[src/rtl/pio_disk_pkg.sv]
package pio_disk_pkg;
    typedef enum logic [1:0] {
        ST_IDLE = 2'd0,
        ST_BUSY = 2'd1,
        ST_XFER = 2'd2
    } seq_state_e;

    localparam logic [7:0] OP_READ_SECTORS = 8'h20;

    localparam logic [2:0] OFS_DATA  = 3'd0;
    localparam logic [2:0] OFS_COUNT = 3'd2;
    localparam logic [2:0] OFS_BLK0  = 3'd3;
    localparam logic [2:0] OFS_BLK1  = 3'd4;
    localparam logic [2:0] OFS_BLK2  = 3'd5;
    localparam logic [2:0] OFS_DRIVE = 3'd6;
    localparam logic [2:0] OFS_CMDST = 3'd7;
endpackage

[src/rtl/pio_disk_taskfile.sv]
module pio_disk_taskfile
    import pio_disk_pkg::*;
(
    input  logic        clk,
    input  logic        rst_n,
    input  logic [2:0]  port_addr,
    input  logic        port_wr,
    input  logic [7:0]  port_wdata,
    output logic [7:0]  sec_count,
    output logic [23:0] blk_start,
    output logic [7:0]  drive_sel
);
    typedef struct packed {
        logic [7:0] count;
        logic [7:0] blk0;
        logic [7:0] blk1;
        logic [7:0] blk2;
        logic [7:0] drive;
    } tf_regs_t;

    tf_regs_t r_d, r_q;

    always_comb begin
        r_d = r_q;
        if (port_wr) begin
            case (port_addr)
                OFS_COUNT: r_d.count = port_wdata;
                OFS_BLK0:  r_d.blk0  = port_wdata;
                OFS_BLK1:  r_d.blk1  = port_wdata;
                OFS_BLK2:  r_d.blk2  = port_wdata;
                OFS_DRIVE: r_d.drive = port_wdata;
                default:   ;
            endcase
        end
    end

    always_ff @(posedge clk) begin
        if (!rst_n) r_q <= '0;
        else        r_q <= r_d;
    end

    assign sec_count = r_q.count;
    assign blk_start = {r_q.blk2, r_q.blk1, r_q.blk0};
    assign drive_sel = r_q.drive;
endmodule

[src/rtl/pio_disk_store.sv]
module pio_disk_store #(
    parameter int BLK_W  = 24,
    parameter int WIDX_W = 8
) (
    input  logic [BLK_W-1:0]  blk,
    input  logic [WIDX_W-1:0] widx,
    output logic [15:0]       word
);
    localparam int LANES = (BLK_W + 7) / 8;

    logic [8*LANES-1:0] blk_ext;
    logic [7:0]         blk_fold;
    logic [WIDX_W:0]    k_lo, k_hi;

    assign blk_ext = (8*LANES)'(blk);

    always_comb begin
        blk_fold = '0;
        for (int i = 0; i < LANES; i++) blk_fold ^= blk_ext[8*i +: 8];
    end

    assign k_lo = {widx, 1'b0};
    assign k_hi = {widx, 1'b1};

    function automatic logic [7:0] store_byte(input logic [7:0] f, input logic [WIDX_W:0] k);
        logic [15:0] kx;
        kx = 16'(k);
        return f ^ kx[7:0] ^ {7'b0, kx[8]};
    endfunction

    assign word = {store_byte(blk_fold, k_hi), store_byte(blk_fold, k_lo)};
endmodule

[src/rtl/pio_disk_seq.sv]
module pio_disk_seq
    import pio_disk_pkg::*;
#(
    parameter int LATENCY  = 4,
    parameter int WORDS    = 256,
    parameter int BLK_W    = 24,
    parameter bit DRIVE_ID = 1'b0
) (
    input  logic              clk,
    input  logic              rst_n,
    input  logic              cmd_wr,
    input  logic [7:0]        cmd_code,
    input  logic              cmd_drive,
    input  logic [7:0]        sec_count,
    input  logic [BLK_W-1:0]  blk_start,
    input  logic              data_rd,
    output logic              busy,
    output logic              drq,
    output logic              err,
    output logic [BLK_W-1:0]  cur_blk,
    output logic [$clog2(WORDS)-1:0] widx
);
    localparam int WIDX_W = $clog2(WORDS);
    localparam int TMR_W  = $clog2(LATENCY + 1);
    localparam int LEFT_W = 9;

    typedef struct packed {
        seq_state_e          state;
        logic [TMR_W-1:0]    timer;
        logic [LEFT_W-1:0]   left;
        logic [BLK_W-1:0]    blk;
        logic [WIDX_W-1:0]   widx;
        logic                err;
    } seq_t;

    seq_t s_d, s_q;

    always_comb begin
        s_d = s_q;
        case (s_q.state)
            ST_IDLE: begin
                if (cmd_wr && (cmd_drive == DRIVE_ID)) begin
                    if (cmd_code == OP_READ_SECTORS) begin
                        s_d.state = ST_BUSY;
                        s_d.timer = '0;
                        s_d.left  = (sec_count == 8'd0) ? LEFT_W'(256) : LEFT_W'(sec_count);
                        s_d.blk   = blk_start;
                        s_d.widx  = '0;
                        s_d.err   = 1'b0;
                    end else begin
                        s_d.err = 1'b1;
                    end
                end
            end
            ST_BUSY: begin
                if (s_q.timer == TMR_W'(LATENCY - 1)) begin
                    s_d.state = ST_XFER;
                    s_d.timer = '0;
                end else begin
                    s_d.timer = s_q.timer + TMR_W'(1);
                end
            end
            ST_XFER: begin
                if (data_rd) begin
                    if (s_q.widx == WIDX_W'(WORDS - 1)) begin
                        s_d.widx = '0;
                        s_d.left = s_q.left - LEFT_W'(1);
                        if (s_q.left == LEFT_W'(1)) begin
                            s_d.state = ST_IDLE;
                        end else begin
                            s_d.state = ST_BUSY;
                            s_d.timer = '0;
                            s_d.blk   = s_q.blk + BLK_W'(1);
                        end
                    end else begin
                        s_d.widx = s_q.widx + WIDX_W'(1);
                    end
                end
            end
            default: s_d.state = ST_IDLE;
        endcase
    end

    always_ff @(posedge clk) begin
        if (!rst_n) s_q <= '0;
        else        s_q <= s_d;
    end

    assign busy    = (s_q.state == ST_BUSY);
    assign drq     = (s_q.state == ST_XFER);
    assign err     = s_q.err;
    assign cur_blk = s_q.blk;
    assign widx    = s_q.widx;


    busy_drq_excl_chk: assert property (@(posedge clk) disable iff (!rst_n)
        !(busy && drq));


    busy_start_chk: assert property (@(posedge clk) disable iff (!rst_n)
        $rose(busy) |-> ($past(cmd_wr) || $past(drq)));


    widx_hold_chk: assert property (@(posedge clk) disable iff (!rst_n)
        !data_rd |=> $stable(widx));


    drq_end_chk: assert property (@(posedge clk) disable iff (!rst_n)
        $fell(drq) |-> $past(data_rd));


    err_no_busy_chk: assert property (@(posedge clk) disable iff (!rst_n)
        err |-> !busy);
endmodule

[src/rtl/pio_disk_regs.sv]
module pio_disk_regs
    import pio_disk_pkg::*;
#(
    parameter int LATENCY  = 4,
    parameter int WORDS    = 256,
    parameter bit DRIVE_ID = 1'b0
) (
    input  logic        clk,
    input  logic        rst_n,
    input  logic [2:0]  port_addr,
    input  logic        port_wr,
    input  logic        port_rd,
    input  logic [7:0]  port_wdata,
    output logic [15:0] port_rdata
);
    localparam int BLK_W  = 24;
    localparam int WIDX_W = $clog2(WORDS);

    logic [7:0]        sec_count, drive_sel;
    logic [BLK_W-1:0]  blk_start, cur_blk;
    logic [WIDX_W-1:0] widx;
    logic              busy, drq, err;
    logic              cmd_wr, data_rd;
    logic [15:0]       store_word;
    logic [7:0]        status;

    assign cmd_wr  = port_wr && (port_addr == OFS_CMDST);
    assign data_rd = port_rd && (port_addr == OFS_DATA) && drq;

    pio_disk_taskfile u_tf (
        .clk        (clk),
        .rst_n      (rst_n),
        .port_addr  (port_addr),
        .port_wr    (port_wr),
        .port_wdata (port_wdata),
        .sec_count  (sec_count),
        .blk_start  (blk_start),
        .drive_sel  (drive_sel)
    );

    pio_disk_seq #(
        .LATENCY  (LATENCY),
        .WORDS    (WORDS),
        .BLK_W    (BLK_W),
        .DRIVE_ID (DRIVE_ID)
    ) u_seq (
        .clk       (clk),
        .rst_n     (rst_n),
        .cmd_wr    (cmd_wr),
        .cmd_code  (port_wdata),
        .cmd_drive (drive_sel[4]),
        .sec_count (sec_count),
        .blk_start (blk_start),
        .data_rd   (data_rd),
        .busy      (busy),
        .drq       (drq),
        .err       (err),
        .cur_blk   (cur_blk),
        .widx      (widx)
    );

    pio_disk_store #(
        .BLK_W  (BLK_W),
        .WIDX_W (WIDX_W)
    ) u_store (
        .blk  (cur_blk),
        .widx (widx),
        .word (store_word)
    );

    assign status = {busy, 3'b000, drq, 2'b00, err};

    always_comb begin
        case (port_addr)
            OFS_DATA:  port_rdata = drq ? store_word : 16'h0000;
            OFS_COUNT: port_rdata = {8'h00, sec_count};
            OFS_BLK0:  port_rdata = {8'h00, blk_start[7:0]};
            OFS_BLK1:  port_rdata = {8'h00, blk_start[15:8]};
            OFS_BLK2:  port_rdata = {8'h00, blk_start[23:16]};
            OFS_DRIVE: port_rdata = {8'h00, drive_sel};
            OFS_CMDST: port_rdata = {8'h00, status};
            default:   port_rdata = 16'h0000;
        endcase
    end


    idle_data_zero_chk: assert property (@(posedge clk) disable iff (!rst_n)
        (port_addr == OFS_DATA && !drq) |-> (port_rdata == 16'h0000));
endmodule

[config.mk]
export PLATFORM = sky130hd
export DESIGN_NAME = pio_disk_regs
export DESIGN_NICKNAME = d
export VERILOG_FILES = /design/src/rtl/pio_disk_pkg.sv /design/src/rtl/pio_disk_taskfile.sv /design/src/rtl/pio_disk_store.sv /design/src/rtl/pio_disk_seq.sv /design/src/rtl/pio_disk_regs.sv
export SDC_FILE = /design/constraint.sdc
export NUM_CORES = 1
export LEC_CHECK = 0
export CAP_MARGIN = 10
export CORE_MARGIN = 4
export CORE_UTILIZATION = 64
export DETAILED_ROUTE_END_ITERATION = 12
export PLACE_DENSITY = 0.95
export REMOVE_ABC_BUFFERS = 1
export SLEW_MARGIN = 20
export SYNTH_ARGS = -nofsm -noshare
export SYNTH_HDL_FRONTEND = slang
export SYNTH_SLANG_ARGS = --single-unit
[constraint.sdc]
create_clock -name clk -period 8 [get_ports clk]
set_input_delay 2.4 -clock clk [delete_from_list [all_inputs] [get_ports clk]]
set_output_delay 2.4 -clock clk [all_outputs]
set_load 0.03 [all_outputs]
==> out/metrics.yaml <==
yosys:
  synth_area_sq_um: 5009
  synth_area_leader_cell: "dfxtp_1"
  yosysTopAreaCellShare: 0.3477
  synthCells: 640
  ys_types: 66
  ys_top_cells_by_area: "dfxtp_1 (35%), a21oi_1 (7.6%), nand2_1 (7.4%)"
  synth-warning-count: 0
  synth_edf_count: 0
  yosys_most_used_dff: "dfxtp_1"
  ys_seq_area_frac: 0.3477
  async_flop_share: 0
  syn_area_per_cell_sq_um: 7.826
  synth_seq_cells: 87
power_and_ir_drop:
  power_density_nw_per_um2: 163.2
  p_leak_nw: 1.793
  peakVddDrop_v: 0.00009209
clocking:
  clockRootBuffer: "clkbuf_8"
  clkTransAtPathRegs_ns: 0.09
  cts_buffer_depth: 2
  hold_buffers: 0
  postCtsSetupBuffers: 0
  cts_sinks: 87
  cts_tree: "built"
  htreeDepth: 3
  clock_latency_ns: 0.36
  cts_buffers: 9
  cts_resized: 0
job:
  cap_violations: 0
cells_and_area:
  final_cell_mix: "nand2_1 (99), dfxtp_1 (87), a21oi_1 (76), nor2_1 (46)"
  diodes: 0
  area_delta_synth_final_pct: 11.64
  nNetsFinal: 670
  final_common_cell: "nand2_1"
  drive_above_1_share: 0.06769
outcome:
  outcome: "finished clean"
critical_path:
  start_kind: "primary input"
  crit_buf_inv: 3
  max_stage_delay_ns: 0.80
  end_kind: "output pin"
  critPathKind: "primary input to output pin"
  critical-path-top-delay-family: "buffers and inverters"
  critical_path.cell_chain: "clkdlybuf4s50_1 > nor2b_1 > buf_4 > a221oi_1 > o21ai_0 > clkdlybuf4s50_1"
  cpMostUsedCell: "clkdlybuf4s50_1"
  cp_max_fo: 13
  crit_path_top_delay_cell: "clkdlybuf4s50_1"
  required_ns: 5.60
  arrival_ns: 5.05
sta:
  fin_crit_ns: 7.448
  setup-tns-final_ns: 0
  setup-violations-final: 0
  finClkSkew_ns: 0.01338
  fin_ws_ns: 0.5519
  rsz0062_at_grt: "no"
  hold_violations: 0
  max_slew_margin: 0.3420
  slew_viol_final: 0
  post-route-period-util: 0.9310
  fmaxAchievable_mhz: 134.3
  worst_pin_slew_ns: 0.9795
global_routing:
  groute.usage.overall: 0.3385
  antenna_found_initial: 0
  grt_pass1_wl_um: 24180
  grt_start_max_net_pins: 71
  grt_pass1_vias: 4638
  grt_overflow_total: 0
route:
  first_pass_iters: 6
  drtIter0Drc: 612
  viasPerCell: 7.009
  vias: 5250
  avgRoutedWirePerCell_um: 20.37
  wl_um: 15260
  ant_nets: 0
  drc: 0
placed_design:
  hpwl_um: 10630
  place_congestion: 0.9745
  pre_cts_slack_ns: 0.7634
  portBuffers: 30
die:
  core-area_sq_um: 7447
  initial_core_util: 0.6725
  ioPinCount: 31
  num_rows: 31
  die-area_sq_um: 9306
  die_w_um: 96.47
  die_y_um: 96.47
hold_path:
  hold_class: "flip-flop to flip-flop"
## state kept, by name (all words and copies together) (netlist names)
name / cells
u_tf.drive_sel: 8
u_seq.err: 1
u_seq.cur_blk: 24
u_tf.blk_start: 24
u_seq.widx: 8
u_tf.sec_count: 8
u_seq.s_q: 14
## Yosys cell counts, types with 4 or more instances
cell      instances
a211oi_1          5
a21boi_0          5
a21oi_1          76
a221oi_1         21
a31oi_1           4
and2_1            5
and3_1            5
and4_1            4
clkbuf_1         37
dfxtp_1          87
ha_1             10
inv_1             7
mux2_2            5
mux2i_1           9
nand2_1          99
nand3_1          22
nand4_1          12
nor2_1           46
nor3_1           14
nor3b_1           4
nor4_1            9
o211ai_1          5
o21a_1           10
o21ai_0          30
o31ai_1           6
or3_1            12
xnor2_1          28
xor2_1            4
## worst reg2reg max path: stages (launching register included)
cell      delay (ns)
dfxtp_1         0.36
inv_1           0.11
ha_1            0.16
buf_4           0.42
nor2_1          0.15
a21oi_2         0.33
and4_1          0.75
a21boi_0        0.21
o21a_1          0.22
## cells by family (layout without fill, tap and decap cells)
kind of cell | Yosys count | in the layout | synth area share
buf+inv | 52 | 62 | 0.04297
flops | 87 | 87 | 0.3477
compound gates | 192 | 192 | 0.2503
simple gates | 253 | 253 | 0.2488
mux | 14 | 14 | 0.02923
xor+xnor | 32 | 32 | 0.05596
fa+ha+maj | 10 | 10 | 0.02498
## path summary, 6_finish.rpt
path	startpoint	endpoint	slack [ns]	cells after the start
worst max-delay path	port_addr[2]	port_rdata[2]	0.55	6
worst min-delay path	u_seq.s_q[44]	u_seq.s_q[44]	0.48	1
worst max register to register	u_seq.s_q[45]	u_seq.cur_blk[14]	5.20	8
worst min register to register	u_seq.s_q[44]	u_seq.s_q[44]	0.48	1
## stage by stage
step | power (mW) | hold WS, ns | instances | util | instance area (sq um)
2_1_floorplan | 0.4783 | 0.4329 | 597 | - | 4827
6_report | 0.9123 | 0.4784 | 749 | 0.7508 | 5592
3_5_place_dp | 0.5118 | 0.4598 | 733 | 0.7137 | 5315
4_1_cts | 0.9077 | 0.4736 | 749 | 0.7497 | 5583
3_3_place_gp | 0.5106 | 0.4435 | 733 | 0.7137 | 5315
5_1_grt | 0.9321 | 0.4932 | 749 | 0.7508 | 5592
## report_power, final
part | switching, mW | leakage, nW | internal, mW
combinational | 0.0392 | 0.960 | 0.0219
sequential | 0.00586 | 0.702 | 0.437
clock | 0.168 | 0.131 | 0.241
total | 0.213 | 1.79 | 0.700
## cell type report
type	instances	area (sq um)
Clock inverter	7	143.9
Multi-Input combinational cell	501	3072
Clock buffer	9	123.9
Timing Repair Buffer	37	352.8
Sequential cell	87	1742
Tap cell	99	123.9
Inverter	9	33.78
Fill cell	535	1856
## layer usage
layer / GRT usage / vias up / routed length, um
met4: 0.1297 / 0 / 493
met1: 0.4545 / 2470 / 6132
li1: - / 2347 / -
met2: 0.5408 / 381 / 7007
met3: 0.06197 / 52 / 1626
met5: 0 / - / 0
(Power assumes the default switching activity.)
